### src/rtl/tt_pkg.sv
package tt_pkg;
  typedef enum logic [1:0] {
    OP_SET_NOW = 2'd0,
    OP_SET_PPS = 2'd1,
    OP_ADJUST  = 2'd2,
    OP_NOP     = 2'd3
  } tt_op_e;
endpackage

### src/rtl/tt_pps_source.sv
module tt_pps_source #(
  parameter int PER_W       = 32,
  parameter int SYNC_STAGES = 2
) (
  input  logic             clk,
  input  logic             rst_n,
  input  logic             pps_ext,
  input  logic             int_sel,
  input  logic [PER_W-1:0] period,
  output logic             pps_evt
);
  localparam logic [PER_W-1:0] MIN_PER = PER_W'(2);

  // synchroniser chain plus one history flop for edge detection
  logic [SYNC_STAGES:0] sh;
  genvar g;
  generate
    for (g = 0; g <= SYNC_STAGES; g++) begin : g_sync
      always_ff @(posedge clk or negedge rst_n) begin
        if (!rst_n) sh[g] <= 1'b0;
        else if (g == 0) sh[g] <= pps_ext;
        else sh[g] <= sh[(g == 0) ? 0 : g-1];
      end
    end
  endgenerate

  logic ext_evt;
  assign ext_evt = sh[SYNC_STAGES-1] & ~sh[SYNC_STAGES];

  // internal pulse generator
  logic [PER_W-1:0] per_eff, pcnt;
  logic             gen_evt;
  assign per_eff = (period < MIN_PER) ? MIN_PER : period;
  assign gen_evt = (pcnt >= per_eff - PER_W'(1));

  always_ff @(posedge clk or negedge rst_n) begin
    if (!rst_n)       pcnt <= '0;
    else if (gen_evt) pcnt <= '0;
    else              pcnt <= pcnt + PER_W'(1);
  end

  assign pps_evt = int_sel ? gen_evt : ext_evt;
endmodule

### src/rtl/tt_cmd_stage.sv
module tt_cmd_stage
  import tt_pkg::*;
#(
  parameter int CNT_W = 64
) (
  input  logic             clk,
  input  logic             rst_n,
  input  logic             cmd_valid,
  output logic             cmd_ready,
  input  logic [1:0]       cmd_op,
  input  logic [CNT_W-1:0] cmd_data,
  input  logic             load_now,
  output logic             imm_set,
  output logic             app_set,
  output logic             app_adj,
  output logic [CNT_W-1:0] app_val,
  output logic             arm_wr
);
  logic             pend_q;
  tt_op_e           pend_op_q;
  logic [CNT_W-1:0] pend_val_q;
  logic             acc, is_set, is_adj, apply;

  assign cmd_ready = ~pend_q;
  assign acc       = cmd_valid & ~pend_q;
  assign is_set    = acc & (tt_op_e'(cmd_op) == OP_SET_NOW);
  assign is_adj    = acc & (tt_op_e'(cmd_op) == OP_ADJUST);
  assign arm_wr    = acc & (tt_op_e'(cmd_op) == OP_SET_PPS);
  assign imm_set   = is_set & ~load_now;

  assign apply   = pend_q & ~load_now;
  assign app_set = apply & (pend_op_q == OP_SET_NOW);
  assign app_adj = apply & (pend_op_q == OP_ADJUST);
  assign app_val = pend_val_q;

  always_ff @(posedge clk or negedge rst_n) begin
    if (!rst_n) begin
      pend_q     <= 1'b0;
      pend_op_q  <= OP_NOP;
      pend_val_q <= '0;
    end else if (is_adj || (is_set && load_now)) begin
      pend_q     <= 1'b1;
      pend_op_q  <= tt_op_e'(cmd_op);
      pend_val_q <= cmd_data;
    end else if (apply) begin
      pend_q <= 1'b0;
    end
  end
endmodule

### src/rtl/tt_clock_core.sv
module tt_clock_core #(
  parameter int CNT_W = 64
) (
  input  logic             clk,
  input  logic             rst_n,
  input  logic             pps_evt,
  input  logic             imm_set,
  input  logic [CNT_W-1:0] imm_val,
  input  logic             app_set,
  input  logic             app_adj,
  input  logic [CNT_W-1:0] app_val,
  input  logic             arm_wr,
  input  logic [CNT_W-1:0] arm_val,
  output logic             load_now,
  output logic [CNT_W-1:0] count,
  output logic [CNT_W-1:0] captured,
  output logic             armed
);
  localparam logic [CNT_W-1:0] ONE = CNT_W'(1);
  logic [CNT_W-1:0] hold_q;

  assign load_now = pps_evt & armed;

  always_ff @(posedge clk or negedge rst_n) begin
    if (!rst_n)        count <= '0;
    else if (load_now) count <= hold_q;
    else if (app_set)  count <= app_val;
    else if (app_adj)  count <= count + ONE + app_val;
    else if (imm_set)  count <= imm_val;
    else               count <= count + ONE;
  end

  always_ff @(posedge clk or negedge rst_n) begin
    if (!rst_n) begin
      hold_q <= '0;
      armed  <= 1'b0;
    end else if (arm_wr) begin
      hold_q <= arm_val;
      armed  <= 1'b1;
    end else if (load_now) begin
      armed  <= 1'b0;
    end
  end

  always_ff @(posedge clk or negedge rst_n) begin
    if (!rst_n)       captured <= '0;
    else if (pps_evt) captured <= count;
  end
endmodule

### src/rtl/tick_timebase.sv
module tick_timebase #(
  parameter int CNT_W       = 64,
  parameter int PER_W       = 32,
  parameter int SYNC_STAGES = 2
) (
  input  logic             clk,
  input  logic             rst_n,
  input  logic             cmd_valid,
  output logic             cmd_ready,
  input  logic [1:0]       cmd_op,
  input  logic [CNT_W-1:0] cmd_data,
  input  logic             pps_ext,
  input  logic             pps_int_sel,
  input  logic [PER_W-1:0] pps_period,
  output logic [CNT_W-1:0] time_now,
  output logic [CNT_W-1:0] time_at_pps,
  output logic             pps_armed,
  output logic             pps_tick
);
  logic             load_now, imm_set, app_set, app_adj, arm_wr;
  logic [CNT_W-1:0] app_val;

  tt_pps_source #(.PER_W(PER_W), .SYNC_STAGES(SYNC_STAGES)) u_src (
    .clk(clk), .rst_n(rst_n), .pps_ext(pps_ext), .int_sel(pps_int_sel),
    .period(pps_period), .pps_evt(pps_tick)
  );

  tt_cmd_stage #(.CNT_W(CNT_W)) u_cmd (
    .clk(clk), .rst_n(rst_n), .cmd_valid(cmd_valid), .cmd_ready(cmd_ready),
    .cmd_op(cmd_op), .cmd_data(cmd_data), .load_now(load_now),
    .imm_set(imm_set), .app_set(app_set), .app_adj(app_adj),
    .app_val(app_val), .arm_wr(arm_wr)
  );

  tt_clock_core #(.CNT_W(CNT_W)) u_core (
    .clk(clk), .rst_n(rst_n), .pps_evt(pps_tick),
    .imm_set(imm_set), .imm_val(cmd_data),
    .app_set(app_set), .app_adj(app_adj), .app_val(app_val),
    .arm_wr(arm_wr), .arm_val(cmd_data), .load_now(load_now),
    .count(time_now), .captured(time_at_pps), .armed(pps_armed)
  );
endmodule

### config.mk
export PLATFORM = sky130hd
export DESIGN_NAME = tick_timebase
export DESIGN_NICKNAME = d
export VERILOG_FILES = /design/src/rtl/tt_pkg.sv /design/src/rtl/tt_pps_source.sv /design/src/rtl/tt_cmd_stage.sv /design/src/rtl/tt_clock_core.sv /design/src/rtl/tick_timebase.sv
export SDC_FILE = /design/constraint.sdc
export NUM_CORES = 1
export LEC_CHECK = 0
export ABC_CLOCK_PERIOD_IN_PS = 7600
export BUFFER_PORTS_ARGS = -buffer_cell sky130_fd_sc_hd__buf_2
export CAP_MARGIN = 20
export CORE_MARGIN = 5
export CORE_UTILIZATION = 40
export CTS_CLUSTER_DIAMETER = 50
export CTS_CLUSTER_SIZE = 25
export DETAILED_ROUTE_END_ITERATION = 8
export GPL_TIMING_DRIVEN = 1
export HOLD_SLACK_MARGIN = 0.08
export PLACE_DENSITY_LB_ADDON = 0.12
export RECOVER_POWER = 50
export SYNTH_ARGS = -nofsm -noshare
export SYNTH_HDL_FRONTEND = slang
export SYNTH_SLANG_ARGS = --single-unit
### constraint.sdc
create_clock -name clk -period 7.6 [get_ports clk]
set_input_delay 1.14 -clock clk [delete_from_list [all_inputs] [get_ports clk]]
set_output_delay 1.14 -clock clk [all_outputs]
set_load 0.005 [all_outputs]
==> results.yml <==
die:
  initial_core_util_pct: 40.2
  core_area_um2: 47500
  placementRows: 80
  io_pins: 234
  die_height_um: 229
  die_w_um: 229
  fp.dieArea_um2: 52300
cells_and_area:
  multiInputGateArea_um2: 11300
  fillCellCount: 4663
  fin_nets: 2472
  ff_latch_area_um2: 7380
  final_cell_area_um2: 22400
  layout-drive-gt1-share_pct: 22.7
  area_growth_syn_to_layout_pct: 17.2
  fin_util_pct: 47.1
placement:
  dp_hpwl_mm: 42.9
  port_buffers: 233
  gp_congestion: 0.943
  place_ws_ns: 0.364
  placed_area_um2: 20900
pwr:
  swShare_pct: 41.7
  switchingPower_w: 0.00374
  vdd_drop_max_v: 0.000207
  clock_power_share_pct: 23.3
  p_comb_share_pct: 47.8
  powerDensity_nw_per_um2: 400
  p_int_w: 0.00523
  pwr-share-seq_pct: 28.9
  leakagePower_nw: 9.75
detailed_routing:
  drt_pass1_iterations: 5
  vias: 16500
  drc: 0
  wl_per_cell_um: 20.5
  ant_nets: 0
  vias_per_cell: 5.64
  wl_mm: 59.9
  dr.first_iter.drc_count: 1120
critical_path:
  end_kind: "output pin"
  r2r-start: "u_core.count[1]$_DFF_PN0_"
  cp.required_ns: 6.46
  worstPathMaxFanout: 4
  critical_path_arrival_ns: 6.09
  critPathLaunch: "pps_period[10]"
  cp-start-kind: "input pin"
  ff2ff_path_depth: 17
  r2r-end: "u_core.count[49]$_DFF_PN0_"
  reg2reg_slack_ns: 2.29
  crit_path_end: "pps_tick"
  path_class: "input pin to output pin"
clock_tree:
  clockBufferDepth: 3
  postCtsSetupBuffers: 0
  clk_latency_ns: 0.58
  htree_levels: 2
  cts_root_buf: "clkbuf_16"
  ctsResizeCount: 0
  cts_sinks: 295
  cts_hold_buf: 0
  cts_tree: "built"
  numCtsBuffers: 43
  clk_pin_slew_ns: 0.06
sta:
  fin_tns_setup_ns: 0
  fmax_mhz: 138
  maxSlewHeadroom_pct: -248
  fin_crit_sh_pct: 95.1
  fin_crit_ns: 7.23
  setup_viol: 0
  hold_viol: 0
  fin_skew_ns: 0.0248
  postLayoutSetupSlackWorst_ns: 0.372
  max_slew.worst_pin.slew_ns: 5.23
  rsz0062_at_grt: "false"
  maxSlewViolCount: 173
logic_synthesis:
  synth_edf_count: 0
  synth_cells: 2058
  seq_area_frac_synth_pct: 38.6
  syn-num-nets: 2260
  ys.warnings.count: 0
  syn_area_um2: 19100
  ys_seq_elements: 295
  synth_cell_types: 85
  synthFlopType: "dfrtp_1"
  synth_area_per_cell_um2: 9.30
  synth-async-reset-ratio_pct: 100
grt:
  grt_pass1_wl_mm: 96.3
  grt_start_max_net_pins: 163
  grt_use_total_pct: 22.6
  grt_pass1_vias: 17000
  grt_overflow: 0
  antenna_found_initial: 5
status:
  failed_checks: "max-capacitance violations, max-slew violations"
  status: "complete, but fails checks"
job:
  drv_cap: 2
hold_path:
  hold_class: "flip-flop to flip-flop"
## power groups by stage
stage	Clock, W	Combinational [W]	Sequential (W)
floorplan	0	0.00304	0.00246
global placement	0	0.00422	0.00259
detailed placement	0	0.00426	0.00262
CTS	0.00215	0.00429	0.00260
global route	0.00222	0.00477	0.00267
finish	0.00209	0.00429	0.00260
## layout make-up
type / instances / share of cell area, %
timing repair buffer: 257 / 5.90
antenna: 3 / 0.0335
tap: 615 / 3.43
inverter: 35 / 0.586
clock buffer: 57 / 5.44
sequential: 295 / 32.9
multi-input combinational: 1638 / 50.4
clock inverter: 22 / 1.28
## cell families after synthesis
group,share of synthesized area (%)
AND/OR/NAND/NOR,16.9
AO/OA/AOI/OAI,14.0
flip-flops,38.6
multiplexers,13.6
XOR/XNOR,7.73
buffers and inverters,2.71
adder cells (fa/ha/maj),6.51
## cells in the final DEF, fill, tap and decap left out, types with 49 or more instances in the layout
| master | n |
|---|---|
| dfrtp_1 | 293 |
| nor2_1 | 282 |
| buf_2 | 204 |
| mux2_2 | 188 |
| nand2_1 | 167 |
| a21oi_1 | 160 |
| xnor2_1 | 105 |
| ha_1 | 98 |
| o21ai_0 | 97 |
| xor2_1 | 62 |
| nand3_1 | 49 |
## stage by stage
stage                     total power (W)  cells  hold WS [ns]
final                             0.00897   2922         0.354
after global routing              0.00966   2921         0.374
after CTS                         0.00903   2919         0.358
after detailed placement          0.00687   2840         0.360
after global placement            0.00681   2840         0.340
after floorplan                   0.00550   2058         0.331
## Yosys cell counts (all sizes together) (40+ instances only)
cell / number / area share [%]
xor2: 63 / 2.9
buf: 40 / 1.0
nand2: 168 / 3.3
clkbuf: 50 / 0.98
ha: 98 / 6.4
a21oi: 162 / 4.3
mux2: 196 / 12
nor2: 285 / 5.6
o21ai: 129 / 3.4
dfrtp: 293 / 38
nand3: 50 / 1.3
xnor2: 105 / 4.8
## worst max-delay path: stages
cell	delay, ns
buf_2	0.13
or4_1	0.54
or3_1	0.38
nor3_2	0.18
and4_1	0.29
nand2b_1	0.16
ha_1	0.24
nand3_1	0.16
or3_1	0.42
nor4_1	0.25
xnor2_1	0.12
ha_1	0.32
nand4_1	0.16
nor4_1	0.43
nand3_1	0.12
o22ai_1	0.35
or2_1	0.23
o21bai_4	0.08
inv_1	0.20
buf_2	0.17
## metal layers
metal / global-route usage [%] / vias to the layer above / share of wire (%)
met5: 0 / - / 0.072
met4: 6.16 / 6 / 2.1
met3: 3.28 / 79 / 5.0
met2: 37.7 / 479 / 47
met1: 30.9 / 8078 / 46
li1: - / 7833 / -
## registers in the layout (all words and copies together) (netlist names)
name	count
u_core.armed	1
u_core.captured	64
u_cmd.pend_op_q	2
u_src.pcnt	32
u_cmd.pend_q	1
u_core.count	64
u_core.hold_q	64
u_cmd.app_val	64
u_src.sh	3
## worst min-delay path by stage
stage / from / endpoint / cells past startpoint / slack [ns]
6_report: u_src.sh[0]$_DFF_PN0_ / u_src.sh[1]$_DFF_PN0_ / 0 / 0.35
5_1_grt: u_src.sh[0]$_DFF_PN0_ / u_src.sh[1]$_DFF_PN0_ / 0 / 0.37
4_1_cts: u_src.sh[0]$_DFF_PN0_ / u_src.sh[1]$_DFF_PN0_ / 0 / 0.36
3_5_place_dp: u_src.sh[0]$_DFF_PN0_ / u_src.sh[1]$_DFF_PN0_ / 0 / 0.36
3_3_place_gp: u_src.sh[0]$_DFF_PN0_ / u_src.sh[1]$_DFF_PN0_ / 0 / 0.34
2_1_floorplan: u_src.sh[0]$_DFF_PN0_ / u_src.sh[1]$_DFF_PN0_ / 0 / 0.33
Power figures use the tool's default switching activity.
